## src/rtl/ovs_rx_pkg.sv

```systemverilog
package ovs_rx_pkg;

   typedef enum logic [1:0] {
      RX_IDLE  = 2'd0,
      RX_START = 2'd1,
      RX_DATA  = 2'd2,
      RX_STOP  = 2'd3
   } rx_state_e;

   localparam int VOTE_N = 3;

endpackage

```

## src/rtl/ovs_rx_vote.sv

```systemverilog
module ovs_rx_vote
   import ovs_rx_pkg::*;
(
   input  logic [VOTE_N-1:0] smp_i,
   output logic              maj_o,
   output logic              mixed_o
);

   always_comb begin
      maj_o   = (smp_i[0] & smp_i[1]) | (smp_i[0] & smp_i[2]) | (smp_i[1] & smp_i[2]);
      mixed_o = (|smp_i) & ~(&smp_i);
   end

endmodule

```

## src/rtl/ovs_rx_seq.sv

```systemverilog
module ovs_rx_seq
   import ovs_rx_pkg::*;
#(
   parameter int OSR        = 16,
   parameter int VER_A      = 3,
   parameter int VER_B      = 5,
   parameter int VER_C      = 7,
   parameter int CTR_SLOT   = 8,
   parameter int SHORT_BITS = 8,
   parameter int LONG_BITS  = 9
)(
   input  logic                 clk,
   input  logic                 rst_n,
   input  logic                 tick_i,
   input  logic                 rxd_i,
   input  logic                 long_i,
   output logic [VOTE_N-1:0]    ver_set_o,
   output logic [VOTE_N-1:0]    ctr_set_o,
   input  logic                 ver_maj_i,
   input  logic                 ver_mixed_i,
   input  logic                 ctr_maj_i,
   input  logic                 ctr_mixed_i,
   output logic [LONG_BITS-1:0] data_o,
   output logic                 valid_o,
   output logic                 noise_o,
   output logic                 ferr_o
);

   localparam int RTW    = $clog2(OSR + 1);
   localparam int BIW    = (LONG_BITS > 1) ? $clog2(LONG_BITS) : 1;
   localparam int CTR_B  = CTR_SLOT + 1;
   localparam int CTR_C  = CTR_SLOT + 2;

   if (OSR < CTR_C)
      $error("ovs_rx_seq: OSR must cover the centre slots");
   if (!(VER_A < VER_B && VER_B < VER_C && VER_C < CTR_SLOT && VER_A > 1))
      $error("ovs_rx_seq: verification slots must ascend between slot 2 and the centre");
   if (SHORT_BITS < 1 || LONG_BITS < SHORT_BITS)
      $error("ovs_rx_seq: frame lengths out of order");

   rx_state_e            state;
   logic                 prev_s;
   logic [RTW-1:0]       rt, cur;
   logic [BIW-1:0]       bit_i, last_i, last_sel;
   logic [1:0]           vs, cs;
   logic                 noise_acc;
   logic [LONG_BITS-1:0] shreg;

   generate
      if (LONG_BITS > SHORT_BITS) begin : g_two_len
         assign last_sel = long_i ? BIW'(LONG_BITS - 1) : BIW'(SHORT_BITS - 1);
      end else begin : g_one_len
         logic unused_long;
         assign unused_long = long_i;
         assign last_sel    = BIW'(SHORT_BITS - 1);
      end
   endgenerate

   always_comb begin
      cur       = (rt == RTW'(OSR)) ? RTW'(1) : rt + RTW'(1);
      ver_set_o = {rxd_i, vs};
      ctr_set_o = {rxd_i, cs};
   end

   always_ff @(posedge clk or negedge rst_n) begin
      if (!rst_n) begin
         state     <= RX_IDLE;
         prev_s    <= 1'b0;
         rt        <= '0;
         bit_i     <= '0;
         last_i    <= '0;
         vs        <= '0;
         cs        <= '0;
         noise_acc <= 1'b0;
         shreg     <= '0;
         data_o    <= '0;
         valid_o   <= 1'b0;
         noise_o   <= 1'b0;
         ferr_o    <= 1'b0;
      end else begin
         valid_o <= 1'b0;
         noise_o <= 1'b0;
         ferr_o  <= 1'b0;
         if (tick_i) begin
            prev_s <= rxd_i;
            if (state == RX_IDLE) begin
               if (prev_s && !rxd_i) begin
                  state     <= RX_START;
                  rt        <= RTW'(1);
                  bit_i     <= '0;
                  last_i    <= last_sel;
                  noise_acc <= 1'b0;
                  shreg     <= '0;
               end
            end else begin
               rt <= cur;
               if (cur == RTW'(VER_A))    vs[0] <= rxd_i;
               if (cur == RTW'(VER_B))    vs[1] <= rxd_i;
               if (cur == RTW'(CTR_SLOT)) cs[0] <= rxd_i;
               if (cur == RTW'(CTR_B))    cs[1] <= rxd_i;
               unique case (state)
                  RX_START: begin
                     if (cur == RTW'(VER_C)) begin
                        if (ver_maj_i) state <= RX_IDLE;
                        else noise_acc <= noise_acc | ver_mixed_i;
                     end
                     if (cur == RTW'(CTR_C)) noise_acc <= noise_acc | ctr_mixed_i;
                     if (cur == RTW'(OSR))   state <= RX_DATA;
                  end
                  RX_DATA: begin
                     if (cur == RTW'(CTR_C)) begin
                        shreg[bit_i] <= ctr_maj_i;
                        noise_acc    <= noise_acc | ctr_mixed_i;
                     end
                     if (cur == RTW'(OSR)) begin
                        if (bit_i == last_i) state <= RX_STOP;
                        else bit_i <= bit_i + BIW'(1);
                     end
                  end
                  RX_STOP: begin
                     if (cur == RTW'(CTR_C)) begin
                        valid_o <= 1'b1;
                        data_o  <= shreg;
                        noise_o <= noise_acc | ctr_mixed_i;
                        ferr_o  <= ~ctr_maj_i;
                        state   <= RX_IDLE;
                     end
                  end
                  default: state <= RX_IDLE;
               endcase
            end
         end
      end
   end

endmodule

```

## src/rtl/ovs_uart_rx.sv

```systemverilog
module ovs_uart_rx
   import ovs_rx_pkg::*;
#(
   parameter int OSR        = 16,
   parameter int VER_A      = 3,
   parameter int VER_B      = 5,
   parameter int VER_C      = 7,
   parameter int CTR_SLOT   = 8,
   parameter int SHORT_BITS = 8,
   parameter int LONG_BITS  = 9
)(
   input  logic                 clk,
   input  logic                 rst_n,
   input  logic                 tick16_i,
   input  logic                 rxd_i,
   input  logic                 long_frame_i,
   output logic [LONG_BITS-1:0] rx_data_o,
   output logic                 rx_valid_o,
   output logic                 rx_noise_o,
   output logic                 rx_ferr_o
);

   localparam int N_VOTERS = 2;

   logic [N_VOTERS-1:0][VOTE_N-1:0] sets;
   logic [N_VOTERS-1:0]             maj, mix;

   ovs_rx_seq #(
      .OSR(OSR), .VER_A(VER_A), .VER_B(VER_B), .VER_C(VER_C),
      .CTR_SLOT(CTR_SLOT), .SHORT_BITS(SHORT_BITS), .LONG_BITS(LONG_BITS)
   ) u_seq (
      .clk         (clk),
      .rst_n       (rst_n),
      .tick_i      (tick16_i),
      .rxd_i       (rxd_i),
      .long_i      (long_frame_i),
      .ver_set_o   (sets[0]),
      .ctr_set_o   (sets[1]),
      .ver_maj_i   (maj[0]),
      .ver_mixed_i (mix[0]),
      .ctr_maj_i   (maj[1]),
      .ctr_mixed_i (mix[1]),
      .data_o      (rx_data_o),
      .valid_o     (rx_valid_o),
      .noise_o     (rx_noise_o),
      .ferr_o      (rx_ferr_o)
   );

   genvar g;
   generate
      for (g = 0; g < N_VOTERS; g++) begin : g_vote
         ovs_rx_vote u_vote (
            .smp_i   (sets[g]),
            .maj_o   (maj[g]),
            .mixed_o (mix[g])
         );
      end
   endgenerate

endmodule

```

## config.mk

```make
export PLATFORM = sky130hd
export DESIGN_NAME = ovs_uart_rx
export DESIGN_NICKNAME = d
export VERILOG_FILES = /design/src/rtl/ovs_rx_pkg.sv /design/src/rtl/ovs_rx_vote.sv /design/src/rtl/ovs_rx_seq.sv /design/src/rtl/ovs_uart_rx.sv
export SDC_FILE = /design/constraint.sdc
export NUM_CORES = 1
export LEC_CHECK = 0
export ABC_AREA = 0
export CAP_MARGIN = 20
export CORE_ASPECT_RATIO = 1.1
export CORE_MARGIN = 4
export CORE_UTILIZATION = 30
export DETAILED_ROUTE_END_ITERATION = 12
export GPL_TIMING_DRIVEN = 0
export HOLD_SLACK_MARGIN = 0.03
export PLACE_DENSITY = 0.43
export SYNTH_ARGS = -nofsm -noshare
export SYNTH_HDL_FRONTEND = slang
export SYNTH_SLANG_ARGS = --single-unit
export TNS_END_PERCENT = 10
```

## constraint.sdc

```tcl
create_clock -name clk -period 2.4 [get_ports clk]
set_clock_uncertainty 0.1 [all_clocks]
set_input_delay 0.36 -clock clk [delete_from_list [all_inputs] [get_ports clk]]
set_output_delay 0.36 -clock clk [all_outputs]
set_load 0.01 [all_outputs]
```

# ---- After elaboration in Yosys (flattened, before gate mapping)
# Index checks and enable logic that the tools add are counted.
dict set report totals {
  romBits 0
  latchBits 0
  ramBits 0
  out_inout_bits 12
  reg_bits 42
  mem_count 0
  inputBits 5
}
dict set report classes {
  add_sub_neg 2
  n_reduce_logical 23
  magnitude_cmp 2
  bitwise_logic 18
  mux 44
  n_eq_ne 22
  multipliers 0
  shifts 0
  n_div 0
}
# cell count
set op_table {}
lappend op_table {{$mux 9} 4}
lappend op_table {{$mux 4} 6}
lappend op_table {{$reduce_and 3->1} 7}
lappend op_table {{$mux 1} 19}
lappend op_table {{$mux 2} 8}
lappend op_table {{$eq 5x4->1 const B} 3}
lappend op_table {{$mux 5} 3}
lappend op_table {{$ne 3x1->1 const B} 4}
lappend op_table {{$ne 4x1->1 const B} 3}
lappend op_table {{$eq 5x3->1 const B} 2}
lappend op_table {{$eq 5x5->1 const B} 2}
lappend op_table {{$bwmux 9} 1}
lappend op_table {{$and 1x1->1} 8}
lappend op_table {{$reduce_and 4->1} 2}
lappend op_table {{$reduce_and 7->1} 1}
lappend op_table {{$or 1x1->1} 6}
lappend op_table {{$pmux 2 s3} 1}
lappend op_table {{$reduce_and 6->1} 1}
lappend op_table {{$reduce_bool 2->1} 3}
lappend op_table {{$reduce_or 3->1} 2}
lappend op_table {{$add 5x1->5 const B} 1}
lappend op_table {{$eq 5x2->1 const B} 1}
lappend op_table {{$lt 4x5->1 const B} 1}
lappend op_table {{$reduce_and 5->1} 1}
lappend op_table {{16 further kinds} 21}

# ---- Depth between registers and ports, before layout
dict set report depth {
  depth_word 9
  ltp_mapped 10
}

# ---- Modules after synthesis
# From an unflattened synthesis, not the netlist that was laid out.
dict set report unflattened {
  hier_cells 238
  area_unflattened_um2 2441.1
}
# mod area_per_inst_um2 seq_area_each_um2 cells_per_inst n_inst
set modules_own_cells {}
lappend modules_own_cells {ovs_rx_seq 2388.5 1001.0 230 1}
lappend modules_own_cells {ovs_rx_vote 26.3 0.0 4 2}

# ---- Least setup slack after synthesis
# No wires, ideal clock.
dict set report synth_path {
  path_kind {register to register}
  startpoint {register u_seq.rt[0]}
  endpoint {register u_seq.state[0]}
  path_slack_ns 0.343
  required_ns 2.174
  setup_ns 0.126
  t_arrival_ns 1.831
  stages_incl_launch_ff 8
  cell_sequence {dfrtp_1 -> ha_1 -> and2b_1 -> o21ai_1 -> a211o_1 -> a221oi_2 -> and3_1 -> nor3_2}
}
dict set report synth_via {
  elab_chain_cells 6
}
# item line
set synth_rtl {}
lappend synth_rtl {{start: declaration} ovs_rx_seq.sv:43} ;# logic [RTW-1:0] rt, cur;
lappend synth_rtl {{start signal: assignment} ovs_rx_seq.sv:96} ;# rt <= cur;
lappend synth_rtl {{$add 5x1->5 / $eq 5x5->1 (equally long branches)} ovs_rx_seq.sv:60} ;# cur = (rt == RTW'(OSR)) ? RTW'(1) : rt + RTW'(1);
lappend synth_rtl {{$mux 5 *} ovs_rx_seq.sv:60}
lappend synth_rtl {{$eq 5x5->1} {ovs_rx_seq.sv:108, ovs_rx_seq.sv:115}}
lappend synth_rtl {{$mux 2} ovs_rx_seq.sv:108} ;# if (cur == RTW'(OSR)) state <= RX_DATA;
lappend synth_rtl {{$pmux 2 s3} ovs_rx_seq.sv:101} ;# unique case (state)
lappend synth_rtl {{$mux 2} ovs_rx_seq.sv:86} ;# if (state == RX_IDLE) begin
lappend synth_rtl {{end signal: assignment} ovs_rx_seq.sv:88} ;# state <= RX_START;
lappend synth_rtl {{end signal: assignment} ovs_rx_seq.sv:108}
lappend synth_rtl {{end signal: assignment} ovs_rx_seq.sv:116} ;# if (bit_i == last_i) state <= RX_STOP;
lappend synth_rtl {{end: declaration} ovs_rx_seq.sv:41} ;# rx_state_e state;
# Every way passes the cells marked *; elsewhere a longest branch is shown, timed or not.
# A chain may end at the register's enable or synchronous reset.

# ---- Worst setup path after layout
dict set report layout_path {
  startpoint {register u_seq.rt[1]}
  endpoint {register u_seq.data_o[5]}
}
dict set report layout_via {
  elab_chain_cells 4
}
# item line
set layout_rtl {}
lappend layout_rtl {{$add 5x1->5 / $eq 5x5->1 (equally long branches)} ovs_rx_seq.sv:60}
lappend layout_rtl {{$mux 5 *} ovs_rx_seq.sv:60}
lappend layout_rtl {{$eq 5x4->1 *} ovs_rx_seq.sv:121} ;# if (cur == RTW'(CTR_C)) begin
lappend layout_rtl {{$reduce_and 4->1 (no source line) *} --}
lappend layout_rtl {{end signal: assignment} ovs_rx_seq.sv:123} ;# data_o <= shreg;
lappend layout_rtl {{end: declaration} ovs_rx_seq.sv:23} ;# output logic [LONG_BITS-1:0] data_o,
# Marked as above.

==> flow_metrics.tcl <==
set metrics [dict create \
    rsz0062_at_grt "false" \
    tritoncts "done" \
    start_util 0.310 \
    grt_max_degree 27 \
    nets 271 \
    synth-edff-count 0 \
    diodes 0 \
    yosysSeqAreaShare 0.406 \
    crit_required_ns 2.48 \
    grt_usage 0.120 \
    drtIter0Drc 45 \
    fin_crit_sh 0.929 \
    grt_pass1_vias 1765 \
    die_area_sq_um 9730 \
    rows 34 \
    min_path_type "in -> async" \
    fin_crit_ns 2.23 \
    io_buffers 16 \
    fmax_ghz 0.449 \
    gr-total-overflow 0 \
    place.gp.congestion 0.724 \
    cts-root-buf "clkbuf_8" \
    syn_avg_cell_area_sq_um 10.8 \
    reg2reg_from "u_seq.rt[1]" \
    drt-total-wl_mm 5.23 \
    drc 0 \
    synth_top_area_share 0.406 \
    path_max_fanout 10 \
    worstSetupEndpointType "flip-flop" \
    maxCapViolCount 0 \
    timing_hold_violations_final 0 \
    yosys-top-cells-count "40 x dfrtp_1, 24 x nand2_1, 14 x ha_1" \
    worst_hold_slack_ns 0.402 \
    arrival_ns 2.31 \
    die_y_microns 103 \
    clkTransAtPathRegs_ns 0.09 \
    grt_antenna_before_repair 0 \
    status "finished clean" \
    synthesis.nets 247 \
    fp.coreArea_sq_um 7960 \
    synthTopCellsByArea "dfrtp_1 41%, ha_1 7.1%, mux2_4 4.3%" \
    rr_endpoint "u_seq.data_o[5]" \
    worstSetupPathType "reg -> reg" \
    synth_seq_cells 40 \
    async_flop_share 1.00 \
    leakage_nw 1.34 \
    drv_slew 0 \
    postRouteAntennaNets 0 \
    clk_latency_ns 0.30 \
    drt-vias-per-instance 4.76 \
    vias 1713 \
    cp-startpoint "u_seq.rt[1]" \
    drive_gt1_frac 0.238 \
    dr.pass1.iters 4 \
    num_io_pins 17 \
    worst-r2r-setup-slack_ns 0.17 \
    clock_sinks 40 \
    cts_buffers 5 \
    yosysTopAreaCell "dfrtp_1" \
    finalSetupViolCount 0 \
    yosysMostFrequentCell "dfrtp_1" \
    synth_flop_cell "dfrtp_1" \
    ir_worst_vdd_mv 0.284 \
    critPathCapture "u_seq.data_o[5]" \
    postSynthCellCount 228 \
    powerDensity_nw_per_um2 835 \
    post_drt_wl_per_cell_microns 14.5 \
    final_core_util 0.368 \
    area_growth_pct 18.8 \
    reg2regPathDepth 9 \
    htree_levels 2 \
    hpwl_mm 3.97 \
    synth.cell_area_sq_um 2460 \
    grt_pass1_wl_mm 8.97 \
    synth_cell_types 61 \
    ys_warn_count 0 \
    cts_max_path_buffers 2 \
    die_width_microns 94.4 \
    relSlewSlack 0.486 \
    startpoint_type "flip-flop" \
    worst_pin_slew_ns 0.766 \
]
-- worst min-delay path by stage --
stage | from | endpoint
floorplan | rst_n | u_seq.bit_i[0]
global placement | u_seq.prev_s | u_seq.prev_s
detailed placement | rst_n | u_seq.data_o[3]
CTS | rst_n | u_seq.data_o[4]
global route | u_seq.shreg[4] | u_seq.data_o[4]
finish | rst_n | u_seq.data_o[4]
-- per-stage QoR --
step	cells	area [sq um]	total power [mW]	TNS, ns	setup slack, ns
global placement	352	2760	1.80	-12.03	-0.303
CTS	361	2910	2.47	0	0.0225
detailed placement	353	2780	1.80	0	0.0267
finish	360	2930	2.44	0	0.170
global route	360	2930	2.63	0	0.0152
floorplan	228	2460	1.58	0	0.343
-- cell families (layout without fill, tap and decap cells) --
kind of cell / Yosys count / count (layout) / synth area share
muxes: 27 / 27 / 0.130
buffers and inverters: 21 / 45 / 0.0452
DFF: 40 / 40 / 0.406
and+or+nand+nor: 84 / 84 / 0.191
adders and majority gates: 16 / 16 / 0.0792
AOI/OAI and AO/OA: 36 / 36 / 0.131
xor gates and xnor gates: 4 / 4 / 0.0173
-- cell usage in the layout (no fill, tap or decap), types with 3 or more instances in the layout --
| cell type | count |
|---|---|
| mux2_2 | 9 |
| inv_1 | 9 |
| clkbuf_1 | 3 |
| dfrtp_2 | 3 |
| o21ai_1 | 4 |
| mux2_4 | 7 |
| o21ai_0 | 7 |
| dfrtp_1 | 37 |
| o21ai_2 | 3 |
| mux2i_1 | 10 |
| nand4_1 | 7 |
| clkbuf_8 | 5 |
| buf_6 | 3 |
| nor2b_1 | 5 |
| a21oi_1 | 4 |
| nor3_1 | 4 |
| nand3_1 | 8 |
| ha_1 | 12 |
| clkdlybuf4s50_1 | 15 |
| buf_2 | 3 |
| a22o_1 | 3 |
| nand2_1 | 24 |
| nor2_1 | 9 |
| nand4b_1 | 4 |
-- area by class of cell --
type                    instances  area (sq um)
well taps                     108           135
clock buffers                   5          68.8
plain buffers                  10          70.1
clock inverters                 2          60.1
flip-flops and latches         40          1000
inverters                      10          40.0
repair buffers                 18           185
fillers                       810          5030
multi-input cells             167          1370
-- critical path, stage by stage, from the launching register on --
cell	delay [ns]
dfrtp_2	0.45
inv_1	0.10
ha_2	0.25
nand2b_1	0.07
a21oi_1	0.22
o21ai_2	0.15
nor2_4	0.14
nand3_2	0.14
buf_6	0.20
mux2_4	0.29
-- per-layer routing --
layer | part of all wire | global-route usage | vias to the layer above
met5 | 0 | 0 | -
met4 | 0.0099 | 0.0400 | 0
met3 | 0.023 | 0.0197 | 4
met2 | 0.50 | 0.211 | 20
met1 | 0.46 | 0.148 | 837
li1 | - | - | 852
-- registers in the layout (all words and copies together), names as in the netlist --
register / count
u_seq.prev_s: 1
u_seq.shreg: 9
u_seq.noise_acc: 1
u_seq.ferr_o: 1
u_seq.last_i: 2
u_seq.cs: 2
u_seq.rt: 5
u_seq.vs: 2
u_seq.bit_i: 4
u_seq.data_o: 9
u_seq.state: 2
u_seq.noise_o: 1
u_seq.valid_o: 1
-- power by group --
group | leakage [nW] | switching (mW) | total (mW) | internal [mW]
Sequential | 0.537 | 0.103 | 0.875 | 0.773
Clock | 0.0642 | 0.240 | 0.649 | 0.410
Combinational | 0.739 | 0.536 | 0.920 | 0.383
Total | 1.34 | 0.879 | 2.44 | 1.57
-- what timing repair did --
item | in CTS | in global routing
hold buffers | 1 | 0
gates resized for setup | 0 | 7
buffers inserted | 0 | 0
endpoints found under the hold margin | 14 | 0
setup endpoints to repair | 0 | 19
(Power assumes the default switching activity.)
